`src/rtl/rail_seq_pkg.sv`:
```
package rail_seq_pkg;

  typedef enum logic [3:0] {
    ST_OFF, ST_SLEEP, ST_LOCK, ST_AMPRST,
    ST_RAMPA, ST_RAMPB, ST_RAMPC, ST_RAMPD, ST_ACTIVE
  } seqState_t;

  // Strobes from the control FSM to the rail datapath
  typedef struct packed {
    logic clrAll;      // drop every rail and disarm power-good
    logic clrKeepVddq; // drop every rail but VDDQ, disarm power-good
    logic setA;        // VDDQ and upper core LDO
    logic setB;        // lower core LDO
    logic setC;        // termination LDO
    logic setD;        // memory VTT
    logic armPg;       // arm power-good comparator
    logic cntClr;      // restart period counter
    logic ampOn;       // amplifier reset level for next cycle
  } seqStrobe_t;

  localparam int NUM_RAILS = 5;
  localparam int RAIL_VDDQ = 0;
  localparam int RAIL_CUP  = 1;
  localparam int RAIL_CLO  = 2;
  localparam int RAIL_TERM = 3;
  localparam int RAIL_VTT  = 4;

endpackage

```
`src/rtl/rail_seq_ctrl.sv`:
```
module rail_seq_ctrl
  import rail_seq_pkg::*;
(
  input  logic       clk,
  input  logic       rstN,
  input  logic       sbyGood,
  input  logic       p12Good,
  input  logic       slpS3N,
  input  logic       slpS5N,
  input  logic       shutReq,
  input  logic       vddqOk,
  input  logic       coreUpOk,
  input  logic       coreOk,
  input  logic       termOk,
  input  logic       rstDone,
  input  logic       pgDone,
  output seqStrobe_t strb
);

  seqState_t state, nextState;

  always_ff @(posedge clk or negedge rstN) begin
    if (!rstN) state <= ST_OFF;
    else       state <= nextState;
  end

  always_comb begin
    nextState = state;
    strb      = '0;
    if (!sbyGood || !slpS5N) begin
      nextState   = ST_OFF;
      strb.clrAll = 1'b1;
    end else if (shutReq || state == ST_LOCK) begin
      nextState   = ST_LOCK;
      strb.clrAll = 1'b1;
    end else if (!slpS3N || !p12Good) begin
      nextState        = (state == ST_OFF) ? ST_OFF : ST_SLEEP;
      strb.clrKeepVddq = 1'b1;
    end else begin
      unique case (state)
        ST_OFF, ST_SLEEP, ST_LOCK: begin
          nextState   = ST_AMPRST;
          strb.cntClr = 1'b1;
        end
        ST_AMPRST: if (rstDone) begin
          nextState   = ST_RAMPA;
          strb.setA   = 1'b1;
          strb.cntClr = 1'b1;
        end
        ST_RAMPA: if (vddqOk && coreUpOk) begin
          nextState = ST_RAMPB;
          strb.setB = 1'b1;
        end
        ST_RAMPB: if (coreOk) begin
          nextState = ST_RAMPC;
          strb.setC = 1'b1;
        end
        ST_RAMPC: if (termOk) begin
          nextState   = ST_RAMPD;
          strb.setD   = 1'b1;
          strb.cntClr = 1'b1;
        end
        ST_RAMPD: if (pgDone) begin
          nextState  = ST_ACTIVE;
          strb.armPg = 1'b1;
        end
        ST_ACTIVE: nextState = ST_ACTIVE;
        default:   nextState = ST_OFF;
      endcase
    end
    strb.ampOn = (nextState == ST_AMPRST);
  end

endmodule

```
`src/rtl/rail_seq_datapath.sv`:
```
module rail_seq_datapath
  import rail_seq_pkg::*;
#(
  parameter int RST_PERIODS = 3,
  parameter int PG_PERIODS  = 1
) (
  input  logic       clk,
  input  logic       rstN,
  input  logic       ssTick,
  input  logic       termOk,
  input  seqStrobe_t strb,
  output logic       rstDone,
  output logic       pgDone,
  output logic [NUM_RAILS-1:0] railEn,
  output logic       ampReset,
  output logic       pgood
);

  localparam int MAX_PERIODS = (RST_PERIODS > PG_PERIODS) ? RST_PERIODS : PG_PERIODS;
  localparam int CNT_W       = $clog2(MAX_PERIODS + 1);
  localparam logic [CNT_W-1:0] CNT_SAT   = CNT_W'(MAX_PERIODS);
  localparam logic [CNT_W-1:0] RST_LAST  = CNT_W'(RST_PERIODS - 1);
  localparam logic [CNT_W-1:0] PG_LAST   = CNT_W'(PG_PERIODS - 1);

  logic [CNT_W-1:0]     periodCnt;
  logic [NUM_RAILS-1:0] setMask, clrMask;
  logic                 pgArm;

  // Period counter, saturating
  always_ff @(posedge clk or negedge rstN) begin
    if (!rstN)                                periodCnt <= '0;
    else if (strb.cntClr)                     periodCnt <= '0;
    else if (ssTick && periodCnt != CNT_SAT)  periodCnt <= periodCnt + 1'b1;
  end

  assign rstDone = ssTick && (periodCnt == RST_LAST);
  assign pgDone  = ssTick && (periodCnt == PG_LAST);

  always_comb begin
    setMask = '0;
    setMask[RAIL_VDDQ] = strb.setA;
    setMask[RAIL_CUP]  = strb.setA;
    setMask[RAIL_CLO]  = strb.setB;
    setMask[RAIL_TERM] = strb.setC;
    setMask[RAIL_VTT]  = strb.setD;
    clrMask = {NUM_RAILS{strb.clrAll | strb.clrKeepVddq}};
    clrMask[RAIL_VDDQ] = strb.clrAll;
  end

  for (genvar i = 0; i < NUM_RAILS; i++) begin : gRail
    always_ff @(posedge clk or negedge rstN) begin
      if (!rstN)           railEn[i] <= 1'b0;
      else if (clrMask[i]) railEn[i] <= 1'b0;
      else if (setMask[i]) railEn[i] <= 1'b1;
    end
  end

  always_ff @(posedge clk or negedge rstN) begin
    if (!rstN) begin
      pgArm    <= 1'b0;
      ampReset <= 1'b0;
    end else begin
      ampReset <= strb.ampOn;
      if (strb.clrAll || strb.clrKeepVddq) pgArm <= 1'b0;
      else if (strb.armPg)                 pgArm <= 1'b1;
    end
  end

  assign pgood = pgArm & termOk;

endmodule

```
`src/rtl/acpi_rail_sequencer.sv`:
```
module acpi_rail_sequencer
  import rail_seq_pkg::*;
#(
  parameter int RST_PERIODS = 3,
  parameter int PG_PERIODS  = 1
) (
  input  logic clk,
  input  logic rstN,
  input  logic sbyGood,
  input  logic p12Good,
  input  logic slpS3N,
  input  logic slpS5N,
  input  logic ssTick,
  input  logic shutReq,
  input  logic vddqOk,
  input  logic coreUpOk,
  input  logic coreOk,
  input  logic termOk,
  output logic enVddq,
  output logic enCoreUp,
  output logic enCoreLo,
  output logic enTerm,
  output logic enVtt,
  output logic vttTieRef,
  output logic ampReset,
  output logic pgood
);

  seqStrobe_t           strb;
  logic                 rstDone, pgDone;
  logic [NUM_RAILS-1:0] railEn;

  rail_seq_ctrl u_ctrl (
    .clk(clk), .rstN(rstN), .sbyGood(sbyGood), .p12Good(p12Good),
    .slpS3N(slpS3N), .slpS5N(slpS5N), .shutReq(shutReq),
    .vddqOk(vddqOk), .coreUpOk(coreUpOk), .coreOk(coreOk), .termOk(termOk),
    .rstDone(rstDone), .pgDone(pgDone), .strb(strb)
  );

  rail_seq_datapath #(.RST_PERIODS(RST_PERIODS), .PG_PERIODS(PG_PERIODS)) u_dp (
    .clk(clk), .rstN(rstN), .ssTick(ssTick), .termOk(termOk), .strb(strb),
    .rstDone(rstDone), .pgDone(pgDone), .railEn(railEn),
    .ampReset(ampReset), .pgood(pgood)
  );

  assign enVddq    = railEn[RAIL_VDDQ];
  assign enCoreUp  = railEn[RAIL_CUP];
  assign enCoreLo  = railEn[RAIL_CLO];
  assign enTerm    = railEn[RAIL_TERM];
  assign enVtt     = railEn[RAIL_VTT];
  assign vttTieRef = ~railEn[RAIL_VTT];

endmodule

```
`config.mk`:
```
export PLATFORM = sky130hd
export DESIGN_NAME = acpi_rail_sequencer
export DESIGN_NICKNAME = d
export VERILOG_FILES = /design/src/rtl/rail_seq_pkg.sv /design/src/rtl/rail_seq_ctrl.sv /design/src/rtl/rail_seq_datapath.sv /design/src/rtl/acpi_rail_sequencer.sv
export SDC_FILE = /design/constraint.sdc
export NUM_CORES = 1
export LEC_CHECK = 0
export BUFFER_PORTS_ARGS = -buffer_cell sky130_fd_sc_hd__buf_2
export CAP_MARGIN = 20
export CELL_PAD_IN_SITES_DETAIL_PLACEMENT = 0
export CELL_PAD_IN_SITES_GLOBAL_PLACEMENT = 1
export CORE_ASPECT_RATIO = 0.7
export CORE_MARGIN = 5
export CORE_UTILIZATION = 35
export DETAILED_ROUTE_END_ITERATION = 8
export GPL_ROUTABILITY_DRIVEN = 0
export PLACE_DENSITY_LB_ADDON = 0.05
export REMOVE_ABC_BUFFERS = 1
export SLEW_MARGIN = 20
export SYNTH_ARGS = -nofsm -noshare
export SYNTH_HDL_FRONTEND = slang
export SYNTH_HIERARCHICAL = 1
export SYNTH_SLANG_ARGS = --single-unit
```
`constraint.sdc`:
```
create_clock -name clk -period 3.4 [get_ports clk]
set_input_delay 0.51 -clock clk [delete_from_list [all_inputs] [get_ports clk]]
set_output_delay 0.51 -clock clk [all_outputs]
set_load 0.01 [all_outputs]
```
* After elaboration in Yosys (flattened, before gate mapping)
Cells that the tools add are included.
Word-level totals: register bits after elaboration 13, output and inout port bits 8, input port bits 12, logic and storage cells 86
Cells by class: bitwise operators 3, mux-type cells 40, equality and inequality tests 11, add/sub/neg operators 1, reduce and logical (&&, ||, !) cells 22
Operators with widths (number):
- $mux 4 | 8
- $pmux 4 s7 | 1
- $mux 1 | 25
- $eq 4x3->1 const B | 4
- $mux 7 | 2
- $reduce_bool 2->1 | 7
- $eq 4x2->1 const B | 3
- $mux 6 | 1
- $eq 4x1->1 const B | 1
- $eq 4x4->1 const B | 1
- $logic_and 1x1->1 | 4
- $logic_not 1->1 | 4
- $logic_not 4->1 | 1
- $logic_or 1x1->1 | 4
- $mux 2 | 2
- $pmux 1 s3 | 1
- $reduce_or 3->1 | 1
- $add 2x1->2 const B | 1
- $eq 2x2->1 const B | 1
- $logic_not 2->1 | 1
- $ne 2x2->1 const B | 1
- $and 1x1->1 | 1
- $not 1->1 | 1
- $or 1x1->1 | 1

* Longest topological paths before layout
word-level depth 9, mapped depth 8, mapped depth without buffers 8

* By module
The synthesis kept the hierarchy.
By module, submodules not included:
- rail_seq_ctrl | sequential area each 100.1 um^2, area each 459.2 um^2, cells each 59, times used 1
- rail_seq_datapath | sequential area each 225.2 um^2, area each 397.9 um^2, cells each 31, times used 1
- acpi_rail_sequencer | sequential area each 0.0 um^2, area each 3.8 um^2, cells each 1, times used 1

* Worst setup path before layout
OpenSTA, ideal clock, no wires.
path kind register -> register, from reg u_dp.periodCnt[0], to reg u_dp.railEn[0], cell stages (with the launch flop) 9, clock period less this slack 1.701 ns, slack 1.699 ns, buffers on the path 0, data arrival time 1.630 ns, setup time 0.072 ns, data required time 3.328 ns, cells stage by stage dfrtp_1 -> inv_1 -> ha_1 -> and2_1 -> inv_1 -> or4_1 -> nor4_2 -> nor2_1 -> nor2_1
RTL lines:
- from (decl) | line rail_seq_datapath.sv:25 | logic [CNT_W-1:0] periodCnt;
- from (signal assigned) | line rail_seq_datapath.sv:33 | else if (ssTick && periodCnt != CNT_SAT) periodCnt <= periodCnt + 1'b1;
- to (signal, indexed assignment) | line rail_seq_datapath.sv:52 | if (!rstN) railEn[i] <= 1'b0;
- to (signal, indexed assignment) | line rail_seq_datapath.sv:53 | else if (clrMask[i]) railEn[i] <= 1'b0;
- to (signal, indexed assignment) | line rail_seq_datapath.sv:54 | else if (setMask[i]) railEn[i] <= 1'b1;
- to (decl) | line rail_seq_datapath.sv:14 | output logic [NUM_RAILS-1:0] railEn,

==> results.md <==
* First-pass GRT wire length at 3330 µm
* Pint at 265 µW
* NetSw at 116 µW
* Inserted Clock Buffers at 3
* Hold Worst Slack at 0.109 ns
* FF-to-FF Start: u_dp/periodCnt[0]
* Sequential share of power at 0.479
* CP max FO at 4
* Crit path to: u_dp/railEn[1]
* Clock Latency Late Sink at 0.27 ns
* Worst path arrival time at 2.09 ns
* Share of layout cells above drive strength 1 at 0.273
* Logic pwr share at 0.267
* Worst Reg-to-Reg Cells at 7
* Quantity of gates resized following cts at 0
* Die area at 3570 µm²
* DRC viols at 0
* Reg2reg end: u_dp/railEn[1]
* Synthesis-to-finish area growth at 15.4%
* Max-slew violations at 0
* CTS tree: yes
* Core area at 2400 µm²
* Synth async-reset ratio at 1.00
* CTS Sinks at 13
* Fill cells at 270
* DR pass1 iterations at 4
* Outcome: completed
* Power Density at 383 nW/µm²
* Seq/Total Area, Yosys at 0.378
* Clock power share at 0.254
* Initial DRC count at 38
* Number of synthesized flops with an enable pin at 0
* Most used DFF post-synth: dfrtp_1
* Post-route clock period utilization at 0.551
* RSZ-0062 raised after global routing: false
* Nets at 126
* Slew Limit Headroom at 0.699
* Fin util at 0.414
* Setup CP Type: reg -> reg
* Routed WL at 1900 µm
* Top post-synthesis cells by count: dfrtp_1, nor2_1, inv_1, o21a_1
* Via count at 725
* Critical Path Source: u_dp/periodCnt[0]
* Measured slew at the worst slew-check pin at 0.451 ns
* # setup viols final at 0
* Share of the synthesized area in the top cell type at 0.378
* Vias per inst at 5.03
* Post-route ant nets at 0
* Hold Fails Final Rpt at 0
* Clock transition at path regs at 0.08 ns
* I/O pins at 20
* Ant. Diodes at 0
* Port Buffer Count at 19
* Final instance area at 993 µm²
* Cell with the most instances after synthesis: dfrtp_1
* Std cell rows at 15
* Hold Buf Count CTS at 0
* Final non-filler cell total at 144
* Largest net degree at the start of global routing at 16
* Seq cells post-synth at 13
* Post-DP Area at 967 µm²
* Switching Share at 0.305
* Yosys warnings at 6
* Avg Cell Area, Syn at 9.46 µm²
* Worst Path Required at 3.62 ns
* CTS HTree Levels at 1
* Die Span X at 69.3 µm
* Grt total ovfl at 0
* Worst setup SP type: flop
* Setup TNS at 0 ns
* Max Fclk at 0.534 GHz
* Leading area contributor after synthesis: dfrtp_1
* Clock Path Buffers at 2
* Max Cap Viol at 0
* Leakage at 0.000435 µW
* Reg2Reg Setup Slack at 1.53 ns
* Vias in the first global route at 712
* Root buf cell: clkbuf_4
* Synth unique cells at 39
* Post-CTS setup buffer count at 0
* Largest cells by area after synthesis: dfrtp_1, o21a_1, ha_1, nor2_1, a21oi_1
* Critical Path Sink Type: flop
* Routed WL per cell at 13.2 µm
* Initial antenna violation count at 0
* Worst vdd ir at 0.249 mV
* Setup Skew at 0.000383 ns
* Placed Cells incl. Taps at 140
* Final min period at 1.87 ns
* Tot GR Track Use at 0.119
* Tightest Hold Check Type: in -> async
* Starting density of the core at 0.358
* Synth Cell Area at 861 µm²
* Cells after synthesis at 91
* Die height at 51.5 µm
* Post-DP HPWL at 1530 µm
how the worst min path moves through the flow:
stage                     start  slack [ns]              end  cells after the start
after floorplan            rstN        0.21  u_ctrl/state[0]                      0
after global placement     rstN        0.42   u_dp/railEn[4]                      1
after detailed placement   rstN        0.42       u_dp/pgArm                      1
after CTS                  rstN        0.11       u_dp/pgArm                      1
after global routing       rstN        0.12   u_dp/railEn[4]                      1
final                      rstN        0.11   u_dp/railEn[4]                      1
metal layers:
metal / vias to the layer above / track usage / routed length, µm
met4: 0 / 0.0292 / 7
met3: 2 / 0.0483 / 154
met1: 334 / 0.164 / 989
li1: 367 / - / -
met5: - / 0 / 0
met2: 22 / 0.171 / 750
power groups by stage:
stage / logic [µW] / clock network (µW) / registers [µW]
5_1_grt: 118 / 112 / 184
2_1_floorplan: 76.2 / 0 / 182
3_5_place_dp: 102 / 0 / 185
6_report: 102 / 96.8 / 182
4_1_cts: 103 / 104 / 182
3_3_place_gp: 101 / 0 / 184
through the flow:
step	worst slack (ns)	total power (µW)
floorplan	1.70	258
finish	1.53	381
global placement	1.46	286
global route	1.38	414
CTS	1.52	388
detailed placement	1.47	287
worst max-delay path, stage by stage (launching register included):
cell     delay [ns]
dfrtp_1        0.41
inv_1          0.09
ha_1           0.13
and2_1         0.15
inv_1          0.06
or4_1          0.58
nor4_2         0.21
o21a_1         0.17
logic make-up after synthesis:
family / after synthesis / synth area share
AND/OR/NAND/NOR: 41 / 0.292
AO/OA/AOI/OAI: 21 / 0.182
flip-flops: 13 / 0.378
buffers and inverters: 10 / 0.0625
multiplexers: 3 / 0.0421
adder cells (fa/ha/maj): 3 / 0.0436
flip-flops by register name (all words and copies together) (netlist names):
register and count:
u_dp/ampReset 1, u_dp/pgArm 1, u_ctrl/state 4, u_dp/periodCnt 2, u_dp/railEn 5
final cells by class:
cell class	count	area, µm²	area share
Clock buffer	4	26.3	0.0264
Inverter	6	22.5	0.0227
Sequential cell	13	325	0.327
Timing Repair Buffer	19	95.1	0.0957
Multi-Input combinational cell	68	482	0.485
Tap cell	34	42.5	0.0428
cells in the final DEF, fill, tap and decap left out, drive strengths merged, types with 2 or more instances in the layout:
| cell type | Yosys | layout |
|---|---|---|
| buf | 4 | 19 |
| dfrtp | 13 | 13 |
| nor2 | 10 | 10 |
| inv | 6 | 6 |
| o21a | 6 | 6 |
| nor3 | 5 | 5 |
| nand2 | 5 | 5 |
| a21oi | 5 | 5 |
| clkbuf | 0 | 4 |
| nor2b | 4 | 4 |
| and2 | 4 | 4 |
| ha | 3 | 3 |
| nand3b | 2 | 2 |
| nor4 | 2 | 2 |
| nand3 | 2 | 2 |
| nand2b | 2 | 2 |
| mux2 | 2 | 2 |
Note: power is estimated with default switching activity, not from simulation.
